===== src/rtl/rx_delim_pkg.sv =====
package rx_delim_pkg;
  typedef enum logic {HUNT = 1'b0, LOCKED = 1'b1} hunt_state_e;

  function automatic int unsigned sat_inc(input int unsigned v, input int unsigned lim);
    return (v >= lim) ? lim : v + 1;
  endfunction
endpackage


===== src/rtl/rx_delim_hunt.sv =====
module rx_delim_hunt
  import rx_delim_pkg::*;
#(
  parameter int unsigned MIN_PRE = 8
) (
  input  logic clk_i,
  input  logic rst_ni,
  input  logic bit_i,
  input  logic abort_i,
  output logic trig_o
);
  localparam int unsigned AW = $clog2(MIN_PRE + 1);

  hunt_state_e state_q;
  logic [AW-1:0] alt_q;
  logic          prev_q;

  // second 1 after a long enough alternating run ending in 1
  assign trig_o = !abort_i && (state_q == HUNT) && (alt_q >= AW'(MIN_PRE)) && prev_q && bit_i;

  always_ff @(posedge clk_i or negedge rst_ni) begin
    if (!rst_ni) begin
      state_q <= HUNT;
      alt_q   <= '0;
      prev_q  <= 1'b0;
    end else if (abort_i) begin
      state_q <= HUNT;
      alt_q   <= '0;
      prev_q  <= 1'b0;
    end else if (state_q == HUNT) begin
      if (trig_o) begin
        state_q <= LOCKED;
      end else if (alt_q == '0 || bit_i == prev_q) begin
        alt_q  <= AW'(1);
        prev_q <= bit_i;
      end else begin
        alt_q  <= AW'(sat_inc(int'(alt_q), MIN_PRE));
        prev_q <= bit_i;
      end
    end
  end


  rearm_chk: assert property (@(posedge clk_i) disable iff (!rst_ni)
    (state_q == LOCKED && !abort_i) |=> (state_q == LOCKED));
endmodule


===== src/rtl/rx_delim_phase.sv =====
module rx_delim_phase #(
  parameter int unsigned BYTE_BITS = 8,
  parameter int unsigned CNT_W     = 8
) (
  input  logic             clk_i,
  input  logic             rst_ni,
  input  logic             trig_i,
  input  logic             rx_active_i,
  input  logic             tx_active_i,
  output logic             delim_o,
  output logic             frame_start_o,
  output logic [CNT_W-1:0] byte_cnt_o
);
  localparam int unsigned PW   = $clog2(BYTE_BITS);
  localparam int unsigned HALF = BYTE_BITS / 2;

  logic             abort;
  logic             trig_q, start_q, in_frame_q;
  logic [PW-1:0]    phase_q;
  logic [CNT_W-1:0] cnt_q;
  logic             wrap;

  assign abort = !rx_active_i || tx_active_i;
  assign wrap  = (phase_q == PW'(BYTE_BITS - 1));

  always_ff @(posedge clk_i or negedge rst_ni) begin
    if (!rst_ni) begin
      trig_q     <= 1'b0;
      start_q    <= 1'b0;
      in_frame_q <= 1'b0;
      phase_q    <= '0;
      cnt_q      <= '0;
    end else if (abort) begin
      trig_q     <= 1'b0;
      start_q    <= 1'b0;
      in_frame_q <= 1'b0;
      phase_q    <= '0;
      cnt_q      <= '0;
    end else begin
      // one-cycle delay aligns strobe with registered data
      trig_q  <= trig_i;
      start_q <= trig_q;
      if (trig_q) begin
        in_frame_q <= 1'b1;
        phase_q    <= '0;
        cnt_q      <= '0;
      end else if (in_frame_q) begin
        phase_q <= wrap ? '0 : phase_q + 1'b1;
        if (wrap) cnt_q <= cnt_q + 1'b1;
      end
    end
  end

  assign delim_o       = in_frame_q && (phase_q < PW'(HALF));
  assign frame_start_o = start_q;
  assign byte_cnt_o    = cnt_q;


  tx_quiet_chk: assert property (@(posedge clk_i) disable iff (!rst_ni)
    tx_active_i |=> (!delim_o && !frame_start_o));

  rx_drop_chk: assert property (@(posedge clk_i) disable iff (!rst_ni)
    !rx_active_i |=> (!delim_o && byte_cnt_o == '0));

  single_start_chk: assert property (@(posedge clk_i) disable iff (!rst_ni)
    frame_start_o |=> !frame_start_o);

  low_phase_chk: assert property (@(posedge clk_i) disable iff (!rst_ni)
    $fell(delim_o) && !abort |=> !delim_o);
endmodule


===== src/rtl/rx_delim_gen.sv =====
module rx_delim_gen #(
  parameter int unsigned MIN_PRE   = 8,
  parameter int unsigned BYTE_BITS = 8,
  parameter int unsigned CNT_W     = 8
) (
  input  logic             clk_i,
  input  logic             rst_ni,
  input  logic             rx_data_i,
  input  logic             rx_active_i,
  input  logic             tx_active_i,
  output logic             sdata_o,
  output logic             delim_o,
  output logic             frame_start_o,
  output logic [CNT_W-1:0] byte_cnt_o
);
  logic trig;
  logic abort;
  logic sdata_q;
  logic past_ok_q;

  assign abort = !rx_active_i || tx_active_i;

  rx_delim_hunt #(.MIN_PRE(MIN_PRE)) u_hunt (
    .clk_i   (clk_i),
    .rst_ni  (rst_ni),
    .bit_i   (rx_data_i),
    .abort_i (abort),
    .trig_o  (trig)
  );

  rx_delim_phase #(.BYTE_BITS(BYTE_BITS), .CNT_W(CNT_W)) u_phase (
    .clk_i         (clk_i),
    .rst_ni        (rst_ni),
    .trig_i        (trig),
    .rx_active_i   (rx_active_i),
    .tx_active_i   (tx_active_i),
    .delim_o       (delim_o),
    .frame_start_o (frame_start_o),
    .byte_cnt_o    (byte_cnt_o)
  );

  always_ff @(posedge clk_i or negedge rst_ni) begin
    if (!rst_ni) begin
      sdata_q   <= 1'b0;
      past_ok_q <= 1'b0;
    end else begin
      sdata_q   <= rx_data_i;
      past_ok_q <= 1'b1;
    end
  end

  assign sdata_o = sdata_q;


  sdata_chk: assert property (@(posedge clk_i) disable iff (!rst_ni)
    past_ok_q |=> (sdata_o == $past(rx_data_i)));

  start_pos_chk: assert property (@(posedge clk_i) disable iff (!rst_ni)
    frame_start_o |-> (delim_o && byte_cnt_o == '0));

  byte_inc_chk: assert property (@(posedge clk_i) disable iff (!rst_ni)
    ($rose(delim_o) && !frame_start_o) |-> (byte_cnt_o == CNT_W'($past(byte_cnt_o) + 1'b1)));

  rise_src_chk: assert property (@(posedge clk_i) disable iff (!rst_ni)
    ($rose(delim_o) && frame_start_o) |-> $past(rx_active_i && !tx_active_i));
endmodule


===== config.mk =====
export PLATFORM = sky130hd
export DESIGN_NAME = rx_delim_gen
export DESIGN_NICKNAME = d
export VERILOG_FILES = /design/src/rtl/rx_delim_pkg.sv /design/src/rtl/rx_delim_hunt.sv /design/src/rtl/rx_delim_phase.sv /design/src/rtl/rx_delim_gen.sv
export SDC_FILE = /design/constraint.sdc
export NUM_CORES = 1
export LEC_CHECK = 0
export BUFFER_PORTS_ARGS = -buffer_cell sky130_fd_sc_hd__buf_2
export CAP_MARGIN = 10
export CORE_UTILIZATION = 44
export DETAILED_ROUTE_END_ITERATION = 12
export PLACE_DENSITY = 0.75
export SLEW_MARGIN = 0
export SYNTH_ARGS = -nofsm -noshare
export SYNTH_HDL_FRONTEND = slang
export SYNTH_SLANG_ARGS = --single-unit

===== constraint.sdc =====
create_clock -name clk_i -period 4.49 [get_ports clk_i]
set_input_delay 0.2245 -clock clk_i [delete_from_list [all_inputs] [get_ports clk_i]]
set_output_delay 0.2245 -clock clk_i [all_outputs]
set_load 0.03 [all_outputs]

== Word-level counts from Yosys, hierarchy flattened ==
Cells that the tools add are included.

* Reduce and logical (&&, ||, !) cells: 15
* Add/subtract/negate cells: 3
* Eq/ne operators: 4
* Magnitude comparators: 3
* Bitwise gates (word level): 1
* Multiplexer cells: 23

{| class="wikitable"
|+ Operator list
! kind !! count
|-
| 8-bit 2-to-1 mux || 4
|-
| 4-bit 2-to-1 mux || 5
|-
| 3-bit 2-to-1 mux || 4
|-
| 1-bit 2-to-1 mux || 10
|-
| 8-bit by 1-bit adder with 8-bit output (second input constant) || 1
|-
| 4-bit >= comparator (second input constant) || 2
|-
| 3-bit nonzero test || 2
|-
| 1-bit logical AND || 5
|-
| 4-bit by 1-bit adder with 4-bit output (second input constant) || 1
|-
| 4-bit logical NOT || 1
|-
| 2-bit AND reduction || 2
|-
| 3-bit by 1-bit adder with 3-bit output (second input constant) || 1
|-
| 3-bit equality test (second input constant) || 1
|-
| 3-bit less-than comparator (second input constant) || 1
|-
| 1-bit logical NOT || 2
|-
| 1-bit logical OR || 2
|-
| 2-bit by 1-bit != test with 1-bit output (second input constant) || 1
|-
| 2-bit != test (second input constant) || 1
|-
| 2-bit nonzero test || 1
|-
| 1-bit equality test || 1
|-
| 1-bit inverter || 1
|}

* Logic and storage cells: 58
* Output and inout bits: 11
* Register bits after elaboration: 21
* Bits of input ports: 5

== Longest topological paths before layout ==
Gate-level depths: netlist (run 1).

* Depth in word-level cells: 10
* Mapped depth: 5
* Gate-level depth less buffers: 5

== Cells and area by module ==
A second synthesis (run 1) with hierarchy kept.

* Cells, all modules: 99
* Area total of the unflattened synthesis: 1029.7 um2

{| class="wikitable"
|+ Modules (own cells, without submodules)
! module !! cells an instance !! area each (um2) !! sequential area each (um2) !! times used
|-
| rx_delim_phase || 63 || 665.6 || 350.3 || 1
|-
| rx_delim_hunt || 34 || 332.8 || 150.1 || 1
|-
| rx_delim_gen || 2 || 31.3 || 25.0 || 1
|}

== Worst setup path before layout (run 1) ==
No wires, ideal clock.

* Kind: flip-flop to flip-flop
* From: register u_phase.phase_q[0]
* To: register u_phase.cnt_q[7], in the netlist u_phase.byte_cnt_o[7]
* Data required time: 4.412 ns
* Setup time: 0.078 ns
* Clock period less this slack: 1.597 ns
* Arrival time: 1.519 ns
* Cell stages (with the launch flop): 6
* Path slack: 2.893 ns
* Cell sequence: dfrtp_1 ha_1 ha_1 nand4_4 or4_1 a21oi_1

* Word-level cells in the longest chain between the ends: 3

{| class="wikitable"
|+ Ends and longest elaborated chain
! what !! RTL line !! RTL
|-
| start, declared || rx_delim_phase.sv:19 || <nowiki>logic [PW-1:0] phase_q;</nowiki>
|-
| start signal, assigned || rx_delim_phase.sv:48 || <nowiki>phase_q <= wrap ? '0 : phase_q + 1'b1;</nowiki>
|-
| 3-bit equality test || rx_delim_phase.sv:24 || <nowiki>assign wrap = (phase_q == PW'(BYTE_BITS - 1));</nowiki>
|-
| 3-bit nonzero test (no line) || -- ||
|-
| 2-bit AND reduction (no line) || -- ||
|-
| end signal, assigned || rx_delim_phase.sv:49 || <nowiki>if (wrap) cnt_q <= cnt_q + 1'b1;</nowiki>
|-
| end, declared || rx_delim_phase.sv:20 || <nowiki>logic [CNT_W-1:0] cnt_q;</nowiki>
|}

Every way passes these cells.
A chain may end at the register's enable or synchronous reset.

== Final worst setup path (run 1) ==
Ends and elaborated chain as after synthesis.

==> results.tsv, run 1 <==
stage	metric	value	unit
global_route	GRT busiest layer	met2	
global_route	vias in the first global route	799	
die	Core ar.	2230	um2
place	pre-CTS WS	2.81	ns
setup_path	Worst Path Max Fanout	8	
synth	EDFF count, synth	0	
routing	DR iter-0 viols	7	
setup_path	CP Data Required Time	4.71	ns
timing	RSZ-0062 raised after global routing	no	
power_and_ir_drop	Seq pwr share	64.5	%
cells_and_area	post-route non-filler standard cell count	146	
global_route	met2 Usage GRT	30.0	%
synth	Avg Cell Area, Syn	10.2	um2
synth	Syn Inst Count	102	
synth	most numerous cell in the Yosys netlist	dfrtp_1	
global_route	first-pass GRT wire length	3280	um
timing	Slew headroom	68.6	%
routing	Post-DRT Antenna Nets	0	
die	IO Pins	16	
routing	via/cell ratio	5.49	
routing	Initial DRT Pass Iterations	3	
global_route	routing usage on met1	19.5	%
setup_path	Worst setup EP type	flip-flop	
power_and_ir_drop	total chip power	0.000297	W
status	status	complete, no violations	
global_route	M3 GR Usage	3.03	%
cells_and_area	Util after Layout	52.3	%
timing	fin worst setup slack	2.79	ns
run	MaxCap Viol Count	0	
synth	leading area contributor after synthesis	dfrtp_1	
cells_and_area	diode count	0	
die	chip height	50.7	um
clock_tree	Clk Latency, worst-skew pair	0.29	ns
synth	Async S/R FF share, synth	100	%
synth	sequential share of the synthesized area	50.3	%
power_and_ir_drop	Pleak	0.542	nW
setup_path	CP cell instances	ha_1 -> ha_1 -> nand4_4 -> or4_1 -> a21oi_1	
die	die area	2570	um2
power_and_ir_drop	Int Power	0.000230	W
cells_and_area	nets	129	
routing	routed wire length	1810	um
synth	Synth Warn #	0	
timing	Fmax	588	MHz
clock_tree	CTS Buffer Depth	2	
global_route	GRT Overall Usage	17.5	%
clock_tree	CTS tree	built	
global_route	initial antenna violation count	0	
routing	wire length per cell	12.4	um
setup_path	CP max stage delay	0.52	ns
place	HPWL after DPL	1280	um
setup_path	Worst setup SP type	flip-flop	
clock_tree	H-tree levels	1	
place	routability cong.	0.710	
synth	Synthesized Nets	112	
timing	Layout Skew	0.00136	ns
power_and_ir_drop	sw power	0.0000667	W
synth	Main synth FF type	dfrtp_1	
power_and_ir_drop	Clk pwr share	29.8	%
synth	Synth Register Bits	21	
clock_tree	cts bufs inserted	3	
cells_and_area	fillcell total	206	
setup_path	Most Frequent Cell on Critical Path	ha_1	
cells_and_area	area added between synthesis and finish	11.7	%
global_route	total grt overflow	0	
hold_path	worst min-delay path category	in2reg	
place	placed insts	141	
power_and_ir_drop	worst vdd ir	0.189	mV
routing	Via Count	801	
timing	Worst-Margin Slew	0.471	ns
setup_path	CP Class	reg2reg	
power_and_ir_drop	sw frac	22.5	%
routing	DRC violations left	0	
timing	Final Hold Fails	0	
clock_tree	CTS clk-pin slew, worst paths	0.11	ns
cells_and_area	ratio of cells with drive above 1 in the final layout	18.6	%
setup_path	Crit-path slowest cell	or4_1	
global_route	largest net degree at the start of global routing	22	
clock_tree	PostCTS Resize Cnt	0	
die	Die W	50.7	um
power_and_ir_drop	pwr dens	254	nW/um2
timing	Finish-stage setup viols	0	
timing	period utilization	37.9	%
timing	Final min period	1.70	ns
clock_tree	clk root buf	clkbuf_4	
die	starting density of the core	46.8	%
power_and_ir_drop	Comb pwr share	5.7	%
synth	count of different cell masters after synthesis	34	
synth	Post-Syn Area	1040	um2
timing	Slew Viols, Final	0	
timing	Total Neg Setup Slack	0	ns
synth	synth cell count leaders	dfrtp_1 (21), nor2_1 (11), a21oi_1 (9)	
synth	Area contributors post-synth	dfrtp_1 (50%), ha_1 (6.0%), a21oi_1 (4.3%), nor2_1 (4.0%), nand3_1 (2.9%)	
setup_path	Worst Path Arrival	1.92	ns
place	IO Port Bufs	15	
clock_tree	clk sinks	21	
die	FP Rows	17	
synth	area share of the largest cell type after synthesis	50.3	%
placed cells by master (no fill, tap or decap), types with 2 or more instances in the layout:
| cell | Yosys | final |
|---|---|---|
| a21oi_1 | 9 | 9 |
| buf_2 | 1 | 15 |
| clkbuf_4 | 0 | 3 |
| dfrtp_1 | 21 | 21 |
| ha_1 | 5 | 5 |
| inv_1 | 5 | 5 |
| mux2i_1 | 2 | 2 |
| nand2_1 | 7 | 7 |
| nand2b_1 | 2 | 2 |
| nand3_1 | 6 | 6 |
| nor2_1 | 11 | 11 |
| nor3_1 | 2 | 2 |
| o21ai_0 | 3 | 3 |
| o31ai_1 | 2 | 2 |
| or3_2 | 2 | 2 |
| or4_1 | 2 | 2 |
| xnor2_1 | 2 | 2 |
| xor2_1 | 2 | 2 |
path summary, 6_finish.rpt:
path	from	to	slack (ns)	cells past startpoint
max	u_phase.phase_q[0]$_DFFE_PN0P_	u_phase.byte_cnt_o[7]$_DFFE_PN0P_	2.79	5
min	rx_data_i	sdata_o$_DFF_PN0_	0.09	1
max reg2reg	u_phase.phase_q[0]$_DFFE_PN0P_	u_phase.byte_cnt_o[7]$_DFFE_PN0P_	2.79	5
min reg2reg	u_phase.trig_q$_DFF_PN0_	u_phase.in_frame_q$_DFFE_PN0P_	0.51	2
max in group asynchronous	rst_ni	u_phase.phase_q[2]$_DFFE_PN0P_	3.77	2
min in group asynchronous	rst_ni	u_phase.byte_cnt_o[7]$_DFFE_PN0P_	0.40	2
logic make-up after synthesis:
| group | Yosys count | share of synthesized area [%] |
|---|---|---|
| fa+ha+maj | 5 | 5.99 |
| flops | 21 | 50.3 |
| simple gates | 39 | 20.8 |
| buf+inv | 9 | 4.07 |
| compound gates | 22 | 13.5 |
| mux | 2 | 1.92 |
| xor+xnor | 4 | 3.35 |
power groups by stage:
stage	clock, W	combinational, W	sequential (W)
5_1_grt	0.0000988	0.0000197	0.000192
3_3_place_gp	0	0.0000161	0.000195
2_1_floorplan	0	0.00000741	0.000196
4_1_cts	0.0000940	0.0000174	0.000192
3_5_place_dp	0	0.0000167	0.000195
6_report	0.0000884	0.0000170	0.000191
metal layers:
layer | up-vias | wire length [um]
met5 | - | 0
met4 | 0 | 42
met3 | 4 | 61
met2 | 13 | 893
met1 | 388 | 814
li1 | 396 | -
critical path: cells and delay by family (launching register included):
family          cells  cell delay, ns
simple gates        2            0.68
fa+ha+maj           2            0.41
flops               1            0.38
compound gates      1            0.15
repair_timing:
item,in CTS,in global routing
hold buffers,1,0
hold endpoints to repair,21,0
setup buffers,0,0
cell type report:
| cell class | instances | area [um2] | share of cell area (%) |
|---|---|---|---|
| clock buffers | 4 | 26.3 | 2.25 |
| inverters | 5 | 18.8 | 1.61 |
| multi-input cells | 72 | 477 | 40.8 |
| flip-flops and latches | 21 | 526 | 45.0 |
| well taps | 28 | 35.0 | 3.00 |
| repair buffers | 16 | 85.1 | 7.29 |
flip-flops by register name, summed over array words and instances (netlist names):
| signal | flops |
|---|---|
| sdata_o | 1 |
| u_phase.trig_q | 1 |
| u_phase.frame_start_o | 1 |
| u_phase.in_frame_q | 1 |
| u_hunt.alt_q | 4 |
| u_hunt.prev_q | 1 |
| u_phase.byte_cnt_o | 8 |
| u_hunt.state_q | 1 |
| u_phase.phase_q | 3 |
stage by stage:
step | instance area, um2 | hold WS, ns
2_1_floorplan | 1040 | -0.0711
3_3_place_gp | 1130 | 0.207
3_5_place_dp | 1130 | 0.213
4_1_cts | 1170 | 0.0808
5_1_grt | 1170 | 0.0702
6_report | 1170 | 0.0934
(Power assumes the default switching activity.)
==> run 2: changes to the inputs <==
==> constraint.sdc (replaced) <==
create_clock -name clk_i -period 1.6 [get_ports clk_i]
set_input_delay 0.08 -clock clk_i [delete_from_list [all_inputs] [get_ports clk_i]]
set_output_delay 0.08 -clock clk_i [all_outputs]
set_load 0.03 [all_outputs]
==> run 2 against run 1 <==
Sequential cell count unchanged. Die area unchanged. Hold slack got worse by 0.050 ns. Clock power increased to 2.8 times the previous value. Combinational power increased to 3.2 times the previous value. First-iteration DRC count increased by 140%. Final area increased by 9.4%. Critical path depth increased by 1. Cell count increased by 6.2%. Fmax increased by 12%. Non-clock buffer count increased by 9. Highest routed layer unchanged.
==> results.tsv, run 2 (synthesis gave the netlist of run 1 again) <==
stage	metric	value	unit
cells_and_area	diode count	0	
setup_path	Worst Path Max Fanout	4	
cells_and_area	area added between synthesis and finish	22.3	%
setup_path	Worst setup EP type	flip-flop	
cells_and_area	fillcell total	195	
cells_and_area	most frequent cells in the layout	dfrtp_1 (21), buf_2 (15), nor2_1 (11)	
global_route	met2 Usage GRT	32.0	%
timing	Final Hold Fails	0	
global_route	routing usage on met1	20.6	%
global_route	first-pass GRT wire length	3480	um
clock_tree	H-tree levels	1	
die	Die W	50.7	um
routing	DRC violations left	0	
power_and_ir_drop	sw frac	23.1	%
setup_path	CP Class	reg2reg	
power_and_ir_drop	worst vdd ir	0.518	mV
place	Placement Cell Area	1170	um2
clock_tree	CTS Buffer Depth	2	
die	chip height	50.7	um
clock_tree	Clk Latency, worst-skew pair	0.29	ns
cells_and_area	most common cell after layout, fill and taps aside	dfrtp_1	
die	starting density of the core	46.8	%
timing	Layout Skew	0.00423	ns
global_route	GRT Overall Usage	18.4	%
place	HPWL after DPL	1460	um
global_route	largest net degree at the start of global routing	22	
timing	period utilization	94.8	%
routing	via/cell ratio	5.57	
timing	Final min period	1.52	ns
timing	Fmax	659	MHz
power_and_ir_drop	Seq pwr share	64.0	%
timing	Slew headroom	68.4	%
setup_path	Worst setup SP type	flip-flop	
power_and_ir_drop	Comb pwr share	6.5	%
global_route	initial antenna violation count	0	
clock_tree	clk root buf	clkbuf_4	
cells_and_area	area of the multi-input gates	515	um2
global_route	GRT busiest layer	met2	
die	Core ar.	2230	um2
timing	Finish-stage setup viols	0	
cells_and_area	ratio of cells with drive above 1 in the final layout	29.9	%
clock_tree	cts bufs inserted	3	
global_route	vias in the first global route	839	
routing	Post-DRT Antenna Nets	0	
timing	Worst-Margin Slew	0.474	ns
power_and_ir_drop	pwr dens	656	nW/um2
routing	Via Count	864	
routing	routed wire length	2060	um
clock_tree	CTS clk-pin slew, worst paths	0.12	ns
power_and_ir_drop	Pleak	0.591	nW
global_route	total grt overflow	0	
global_route	M3 GR Usage	4.55	%
die	die area	2570	um2
timing	Min Hold Slack	0.0432	ns
die	FP Rows	17	
cells_and_area	FF+latch area	526	um2
timing	RSZ-0062 raised after global routing	yes	
cells_and_area	max FFs per register	8	
place	IO Port Bufs	15	
cells_and_area	nets	138	
routing	wire length per cell	13.3	um
power_and_ir_drop	Clk pwr share	29.5	%
hold_path	worst min-delay path category	in2reg	
die	IO Pins	16	
cells_and_area	final instance area	1280	um2
place	routability cong.	0.754	
power_and_ir_drop	Int Power	0.000645	W
routing	DR iter-0 viols	17	
status	status	complete, no violations	
clock_tree	CTS tree	built	
run	MaxCap Viol Count	0	
power_and_ir_drop	sw power	0.000193	W
clock_tree	clk sinks	21	
routing	Initial DRT Pass Iterations	4	
timing	Slew Viols, Final	0	
setup_path	CP Data Required Time	1.81	ns
setup_path	Worst Path Arrival	1.73	ns
[run 2: worst max-delay path, cell delays in order, from the launching register on]
cell     delay [ns]
dfrtp_1        0.37
ha_2           0.20
ha_4           0.15
buf_4          0.12
nand3_1        0.09
or3_1          0.36
a21oi_1        0.15
[run 2: path summary, 6_finish.rpt]
| kind | startpoint | end | slack [ns] | depth (start not counted) |
|---|---|---|---|---|
| max in group asynchronous | rst_ni | u_phase.byte_cnt_o[0]$_DFFE_PN0P_ | 1.02 | 2 |
| min in group asynchronous | rst_ni | u_phase.byte_cnt_o[6]$_DFFE_PN0P_ | 0.26 | 2 |
| max reg2reg | u_phase.phase_q[1]$_DFFE_PN0P_ | u_phase.byte_cnt_o[3]$_DFFE_PN0P_ | 0.08 | 6 |
| min | tx_active_i | u_hunt.alt_q[2]$_DFFE_PN0P_ | 0.04 | 3 |
| min reg2reg | u_phase.trig_q$_DFF_PN0_ | u_phase.in_frame_q$_DFFE_PN0P_ | 0.52 | 2 |
| max | u_phase.phase_q[1]$_DFFE_PN0P_ | u_phase.byte_cnt_o[3]$_DFFE_PN0P_ | 0.08 | 6 |
[run 2: power groups by stage]
stage               Combinational (W)  Clock [W]  Sequential (W)
global placement            0.0000482          0        0.000547
detailed placement          0.0000494          0        0.000547
CTS                         0.0000533   0.000259        0.000537
global route                0.0000605   0.000275        0.000538
floorplan                   0.0000208          0        0.000550
finish                      0.0000547   0.000247        0.000537
[run 2: metal layers]
metal	vias up	share of wire [%]
li1	420	-
met1	414	45
met2	24	47
met3	6	4.4
met4	0	2.6
met5	-	0
[run 2: cell type report]
type	instances	share of cell area, %
Timing Repair Buffer	25	12.1
Tap cell	28	2.74
Inverter	5	1.47
Multi-Input combinational cell	72	40.4
Sequential cell	21	41.1
Clock buffer	3	1.76
Clock inverter	1	0.392
[run 2: stage by stage]
step	TNS (ns)	std cells	total power, W	utilization [%]	setup slack [ns]
finish	0	155	0.000839	57.2	0.0828
global placement	0	146	0.000595	52.3	0.0285
detailed placement	-0.0689	146	0.000597	52.3	-0.0463
CTS	0	153	0.000849	55.5	0.0319
floorplan	0	102	0.000571	-	0.00325
global route	-0.00254	155	0.000873	57.2	-0.00254
[run 2: what timing repair did]
item	CTS	global route
setup endpoints to repair	2	4
hold buffers	2	0
pin swaps	1	4
cloned	0	0
buffers inserted	1	2
hold endpoints to repair	22	0
gates resized for setup	3	6
